--- src/rtl/aclink_sync_monitor.sv ---
module aclink_sync_monitor #(
  parameter int FRAME_BITS  = 256,
  parameter int SYNC_BITS   = 16,
  parameter int TAG_BITS    = 16,
  parameter int SLOT_BITS   = 20,
  parameter int GOOD_FRAMES = 2,
  localparam int PW = $clog2(FRAME_BITS),
  localparam int NSLOTS = 1 + (FRAME_BITS - TAG_BITS) / SLOT_BITS,
  localparam int SW = $clog2(NSLOTS),
  localparam int BW = $clog2(SLOT_BITS)
) (
  input  logic          bit_clk,
  input  logic          rst_n,
  input  logic          sync,
  output logic          frame_start,
  output logic [PW-1:0] bit_pos,
  output logic [SW-1:0] slot_num,
  output logic [BW-1:0] slot_bit,
  output logic          sync_lost,
  output logic          mute_all,
  output logic          codec_ready_ok,
  output logic          reg_access_enable,
  output logic          capture_enable
);

  localparam int GW = $clog2(GOOD_FRAMES + 1);
  localparam logic [PW-1:0] LAST_POS = PW'(FRAME_BITS - 1);

  logic          sync_q, armed, lost;
  logic [GW-1:0] good;
  logic [PW-1:0] seq;
  logic          rise, at_end, v_short, v_long, v_early, v_miss, viol, good_end, slot_wrap;

  assign rise     = sync & ~sync_q;
  assign at_end   = (bit_pos == LAST_POS);
  assign seq      = at_end ? '0 : bit_pos + 1'b1;

  assign v_short  = armed && !rise && seq != '0 && seq < PW'(SYNC_BITS) && !sync;
  assign v_long   = armed && !rise && seq == PW'(SYNC_BITS) && sync;
  assign v_early  = armed && rise && !at_end;
  assign v_miss   = armed && at_end && !rise;
  assign viol     = v_short | v_long | v_early | v_miss;
  assign good_end = armed && rise && at_end;

  assign slot_wrap = (slot_num == '0) ? (slot_bit == BW'(TAG_BITS - 1))
                                      : (slot_bit == BW'(SLOT_BITS - 1));

  always_ff @(posedge bit_clk or negedge rst_n) begin
    if (!rst_n) begin
      sync_q      <= 1'b0;
      frame_start <= 1'b0;
      bit_pos     <= '0;
      slot_num    <= '0;
      slot_bit    <= '0;
    end else begin
      sync_q      <= sync;
      frame_start <= rise;
      bit_pos     <= rise ? '0 : seq;
      if (rise || seq == '0) begin
        slot_num <= '0;
        slot_bit <= '0;
      end else if (slot_wrap) begin
        slot_num <= slot_num + 1'b1;
        slot_bit <= '0;
      end else begin
        slot_bit <= slot_bit + 1'b1;
      end
    end
  end

  always_ff @(posedge bit_clk or negedge rst_n) begin
    if (!rst_n) begin
      armed <= 1'b0;
      lost  <= 1'b1;
      good  <= '0;
    end else begin
      if (rise)      armed <= 1'b1;
      else if (viol) armed <= 1'b0;
      if (viol) begin
        lost <= 1'b1;
        good <= '0;
      end else if (good_end && lost) begin
        if (good == GW'(GOOD_FRAMES - 1)) begin
          lost <= 1'b0;
          good <= '0;
        end else begin
          good <= good + 1'b1;
        end
      end
    end
  end

  assign sync_lost         = lost;
  assign mute_all          = lost;
  assign codec_ready_ok    = ~lost;
  assign reg_access_enable = ~lost;
  assign capture_enable    = ~lost;

endmodule

--- config.mk ---
export PLATFORM = sky130hd
export DESIGN_NAME = aclink_sync_monitor
export DESIGN_NICKNAME = d
export VERILOG_FILES = /design/src/rtl/aclink_sync_monitor.sv
export SDC_FILE = /design/constraint.sdc
export NUM_CORES = 1
export LEC_CHECK = 0
export ABC_AREA = 0
export BUFFER_PORTS_ARGS = -buffer_cell sky130_fd_sc_hd__buf_2
export CAP_MARGIN = 20
export CORE_MARGIN = 1
export CORE_UTILIZATION = 53
export DETAILED_ROUTE_END_ITERATION = 10
export PLACE_DENSITY = 0.77
export SYNTH_ARGS = -nofsm -noshare
export SYNTH_HDL_FRONTEND = slang
export SYNTH_SLANG_ARGS = --single-unit
--- constraint.sdc ---
create_clock -name bit_clk -period 2.05 [get_ports bit_clk]
set_input_delay 0.205 -clock bit_clk [delete_from_list [all_inputs] [get_ports bit_clk]]
set_output_delay 0.205 -clock bit_clk [all_outputs]
set_load 0.01 [all_outputs]
Yosys cells after proc, flatten, opt, wreduce, memory -nomap -nowiden
Index checks and enable logic that the tools add are counted.

storage, ports and cells
  flip-flop bits (word level) = 23
  input bits = 3
  output and inout bits = 23
  logic and storage cells = 63

cells by class
  add/subtract/negate cells = 4
  magnitude comparators = 1
  equality and inequality tests = 5
  mux-type cells = 15
  bitwise gates (word level) = 6
  reduce and logical (&&, ||, !) cells = 24

operators with widths
  cell                                                                   number
  8-bit 2-to-1 mux                                                       2
  1-bit logical AND                                                      12
  5-bit 2-to-1 mux                                                       2
  8-bit by 1-bit adder with 8-bit output, second input constant          1
  8-bit by 5-bit equality test with 1-bit output, second input constant  1
  8-bit equality test, second input constant                             1
  8-bit logical NOT                                                      1
  8-bit by 5-bit < comparator with 1-bit output, second input constant   1
  4-bit 2-to-1 mux                                                       2
  2-bit nonzero test                                                     4
  8-bit nonzero test                                                     1
  1-bit 2-to-1 mux                                                       6
  2-bit 2-to-1 mux                                                       3
  5-bit by 1-bit adder with 5-bit output, second input constant          1
  5-bit by 4-bit equality test with 1-bit output, second input constant  1
  5-bit equality test, second input constant                             1
  4-bit by 1-bit adder with 4-bit output, second input constant          1
  4-bit logical NOT                                                      1
  1-bit logical NOT                                                      3
  1-bit OR                                                               3
  2-bit by 1-bit adder with 2-bit output, second input constant          1
  2-bit by 1-bit equality test with 1-bit output, second input constant  1
  1-bit NOT                                                              2
  2-bit AND reduction                                                    1
  2 further kinds                                                        2

Longest topological paths before layout
  word-level depth = 12
  depth in mapped cells = 7
  mapped depth without buffers = 7

Least setup slack after synthesis
No wires, ideal clock.

  kind = register -> register
  from = register bit_pos[0]
  to = register good[1]
  setup time = 130 ps
  data arrival time = 1616 ps
  required time = 1920 ps
  slack = 303 ps
  cell stages (with the launch flop) = 7
  path buffers = 0
  clock period less this slack = 1747 ps
  path through = dfrtp_1 -> ha_1 -> nand2_1 -> or4_4 -> o211ai_2 -> a21o_2 -> a31oi_1

on the way
  longest elaborated chain between the ends = 10
  elaborated cells on any way between the ends = 22
  classes of those cells = 1 x add/sub; 1 x order compare; 2 x eq/ne; 2 x mux; 3 x bitwise; 13 x reduce/logical

ends and longest elaborated chain
  item                                                                             RTL line  RTL
  from (decl)                                                                      16        output logic [PW-1:0] bit_pos,
  from (signal assigned)                                                           58        bit_pos <= rise ? '0 : seq;
  branches (longest 10 deep; another with 8-bit by 1-bit adder with 8-bit output)  -
  to (signal assigned)                                                             87        good <= good + 1'b1;
  to (decl)                                                                        30        logic [GW-1:0] good;

Several ways; the timed one is not identified.
A chain may end at the register's enable or synchronous reset.

Worst setup path in the final report
Same ends and word-level chain as after synthesis.

==> impl_results.md <==
- PwrDens: 819.2 mW/mm2
- Final nets: 163
- Fillcell total: 209
- Footprint of the multi-input gates: 630.6 um2
- Die X: 51.07 um
- Initial Utilization: 57.14%
- Syn Area/Cell: 9.817 um2
- Fin area: 0.001435 mm2
- # DRC: 0
- Syn Inst Count: 130
- First-pass GRT wire length: 4202 um
- Reg clk slew, reported paths: 0.12 ns
- Endpoints failing setup: 0
- Largest net degree at the start of global routing: 24
- Logic pwr share: 29.7%
- Reg area: 576.8 um2
- Post-synth top area share: 43.14%
- RSZ-0062 raised after global routing: no
- Fin. Hold Viols: 0
- Sequential share of the synthesized area: 45.20%
- Largest stage delay, worst path: 0.50 ns
- Via count of the first global-routing pass: 1003
- DP Wirelength: 1875 um
- Num CTS Buffers: 3
- Root Buffer: clkbuf_4
- Worst-Margin Slew: 0.5013 ns
- Max_cap viols: 0
- Final RePlAce weighted congestion: 0.8741
- Placement Cell Area: 0.001398 mm2
- Clock Latency Late Sink: 0.31 ns
- Fin crit period: 1.877 ns
- Slowest stage cell on the critical path: or4_4
- Row cnt: 17
- Clk pwr share: 17.5%
- Top-level I/O count: 26
- Vias: 1019
- HP Class: in2reg
- Crit path capture: good[1]$_DFFE_PN0P_
- Switch share: 36.25%
- Routed WL: 2488 um
- Core area: 0.002233 mm2
- Leading area contributor after synthesis: dfrtp_1
- DR pass1 iterations: 4
- Post-Syn Area: 0.001276 mm2
- Syn Nets: 137
- Worst Clk Skew: 0.004035 ns
- Outcome: finished clean
- Worst Setup Start Kind: flip-flop
- DR WL/cell: 13.60 um
- CTS tree: built
- Die area: 0.002608 mm2
- RR Startpoint: bit_pos[0]$_DFF_PN0_
- Slew Limit Headroom: 66.58%
- Initial antenna violation count: 0
- Postcts setup bufs: 0
- FF-to-FF path depth: 6
- Max Root-Sink Buffers: 2
- Net switching power: 426.2 uW
- Layout cells sized above 1: 27.74%
- Power Internal: 749.5 uW
- Leakage: 0.0007183 uW
- Cts hold-fix bufs: 1
- CP delay by family, top: simple AND/OR/NAND/NOR gates
- Area delta synth->final: 12.45%
- Worst-path fanout max: 8
- Final slew viol count: 0
- Crit path DAT: 2.08 ns
- Htree depth: 1
- Total gr overflow: 0
- Crit-path cells: ha_1, nand2_1, or4_4, o211ai_2, a21o_2, a31oi_1
- Setup TNS: 0 ns
- Yosys warns: 0
- VDD IR max: 0.0005141 V
- PostCTS Resize Cnt: 0
- Reg power frac: 52.8%
- Yosys reg bits: 23
- Kind of critical path: reg2reg
- Synth cell types: 47
- Final ANT Viol Nets: 0
- Peak Freq: 532.8 MHz
- CTS sink count: 23
- Final Cycle Share: 91.56%
- Via density: 5.568
- Flop2flop setup slack: 0.17 ns
- Starting DRT DRC Count: 14
- Critical Path End Type: flip-flop
- Reg2reg end: good[1]$_DFFE_PN0P_
- Area contributors post-synth: dfrtp_1 43%, xor2_1 4.8%, nor2_1 4.4%
- Crit path buf inv count: 0
- Inserted Diodes: 0
- Gr usage total: 22.22%
- CP Launch Point: bit_pos[0]$_DFF_PN0_
- Worst path depth: 6
- Chip height: 51.07 um
- Req. time, crit path: 2.25 ns
- IO buf count: 25
## cell families after synthesis
logic type                 Yosys count  synth area share [%]
and+or+nand+nor                     57                 24.61
DFF                                 23                 45.20
AOI/OAI and AO/OA                   20                 11.47
buffers and inverters               13                 5.392
xor gates and xnor gates            11                 7.549
adders and majority gates            4                 3.922
muxes                                2                 1.863
## area by class of cell
cell class | count | share of cell area (%)
repair buffers | 26 | 9.416
well taps | 28 | 2.441
flip-flops and latches | 23 | 40.19
inverters | 8 | 2.092
clock buffers | 3 | 1.569
multi-input cells | 94 | 43.94
clock inverters | 1 | 0.3487
## power by group through the flow
stage	combinational (uW)	clock (uW)	sequential, uW
2_1_floorplan	211	0	638
3_3_place_gp	340	0	623
3_5_place_dp	350	0	627
4_1_cts	354	216	618
5_1_grt	387	230	631
6_report	349	205	621
## cells in the mapped netlist (all sizes together)
master	n
dfrtp	22
nor2	16
nand2	13
inv	8
xor2	7
o21ai	6
buf	5
and2	4
ha	4
nand3	4
xnor2	4
a21oi	3
nand4	3
a22oi	2
and3	2
mux2i	2
nand3b	2
nor2b	2
nor3	2
o211ai	2
o22ai	2
or3	2
or3b	2
a211o	1
a21o	1
a31o	1
a31oi	1
and4b	1
dfstp	1
nand2b	1
nor3b	1
nor4	1
o31ai	1
or4	1
## layout by cell type, fill, tap and decap left out, drive strengths merged, types with 3 or more instances in the layout
cell type,n
a21oi,3
and2,4
buf,25
clkbuf,3
dfrtp,22
ha,4
inv,8
nand2,13
nand3,4
nand4,3
nor2,16
o21ai,6
xnor2,4
xor2,7
## worst reg2reg max path, stage by stage (launching register included)
cell	delay (ns)
dfrtp_1	0.48
ha_1	0.29
nand2_1	0.13
or4_4	0.50
o211ai_2	0.09
a21o_2	0.19
a31oi_1	0.08
## layer usage
metal | track usage, % | vias to the layer above | wire (um)
li1 | - | 497 | -
met1 | 23.03 | 494 | 1099
met2 | 40.79 | 22 | 1246
met3 | 3.869 | 6 | 70
met4 | 13.89 | 0 | 72
met5 | 0 | - | 0
## how the worst min path moves through the flow
stage,startpoint,to,cells after the start
CTS,sync,sync_q$_DFF_PN0_,1
global route,sync,sync_q$_DFF_PN0_,1
global placement,rst_n,slot_bit[1]$_DFF_PN0_,1
finish,sync,sync_q$_DFF_PN0_,1
floorplan,rst_n,armed$_DFFE_PN0P_,0
detailed placement,rst_n,slot_bit[1]$_DFF_PN0_,1
## sequential cells by signal, indices dropped and copies added, names as in the netlist
signal and flops:
armed 1, bit_pos 8, mute_all 1, slot_bit 5, good 2, sync_q 1, slot_num 4, frame_start 1
## per-stage QoR
stage / hold WS [ns] / cells / util, % / worst slack [ns] / power [uW]
after floorplan: -0.09059 / 130 / - / 0.3035 / 849.6
after global placement: 0.1914 / 178 / 62.58 / 0.2764 / 962.5
after detailed placement: 0.2000 / 178 / 62.58 / 0.2077 / 977.0
after CTS: 0.05362 / 183 / 64.26 / 0.1843 / 1187
after global routing: 0.05198 / 183 / 64.26 / 0.09294 / 1248
final: 0.06051 / 183 / 64.26 / 0.1730 / 1176
Power figures use the tool's default switching activity.
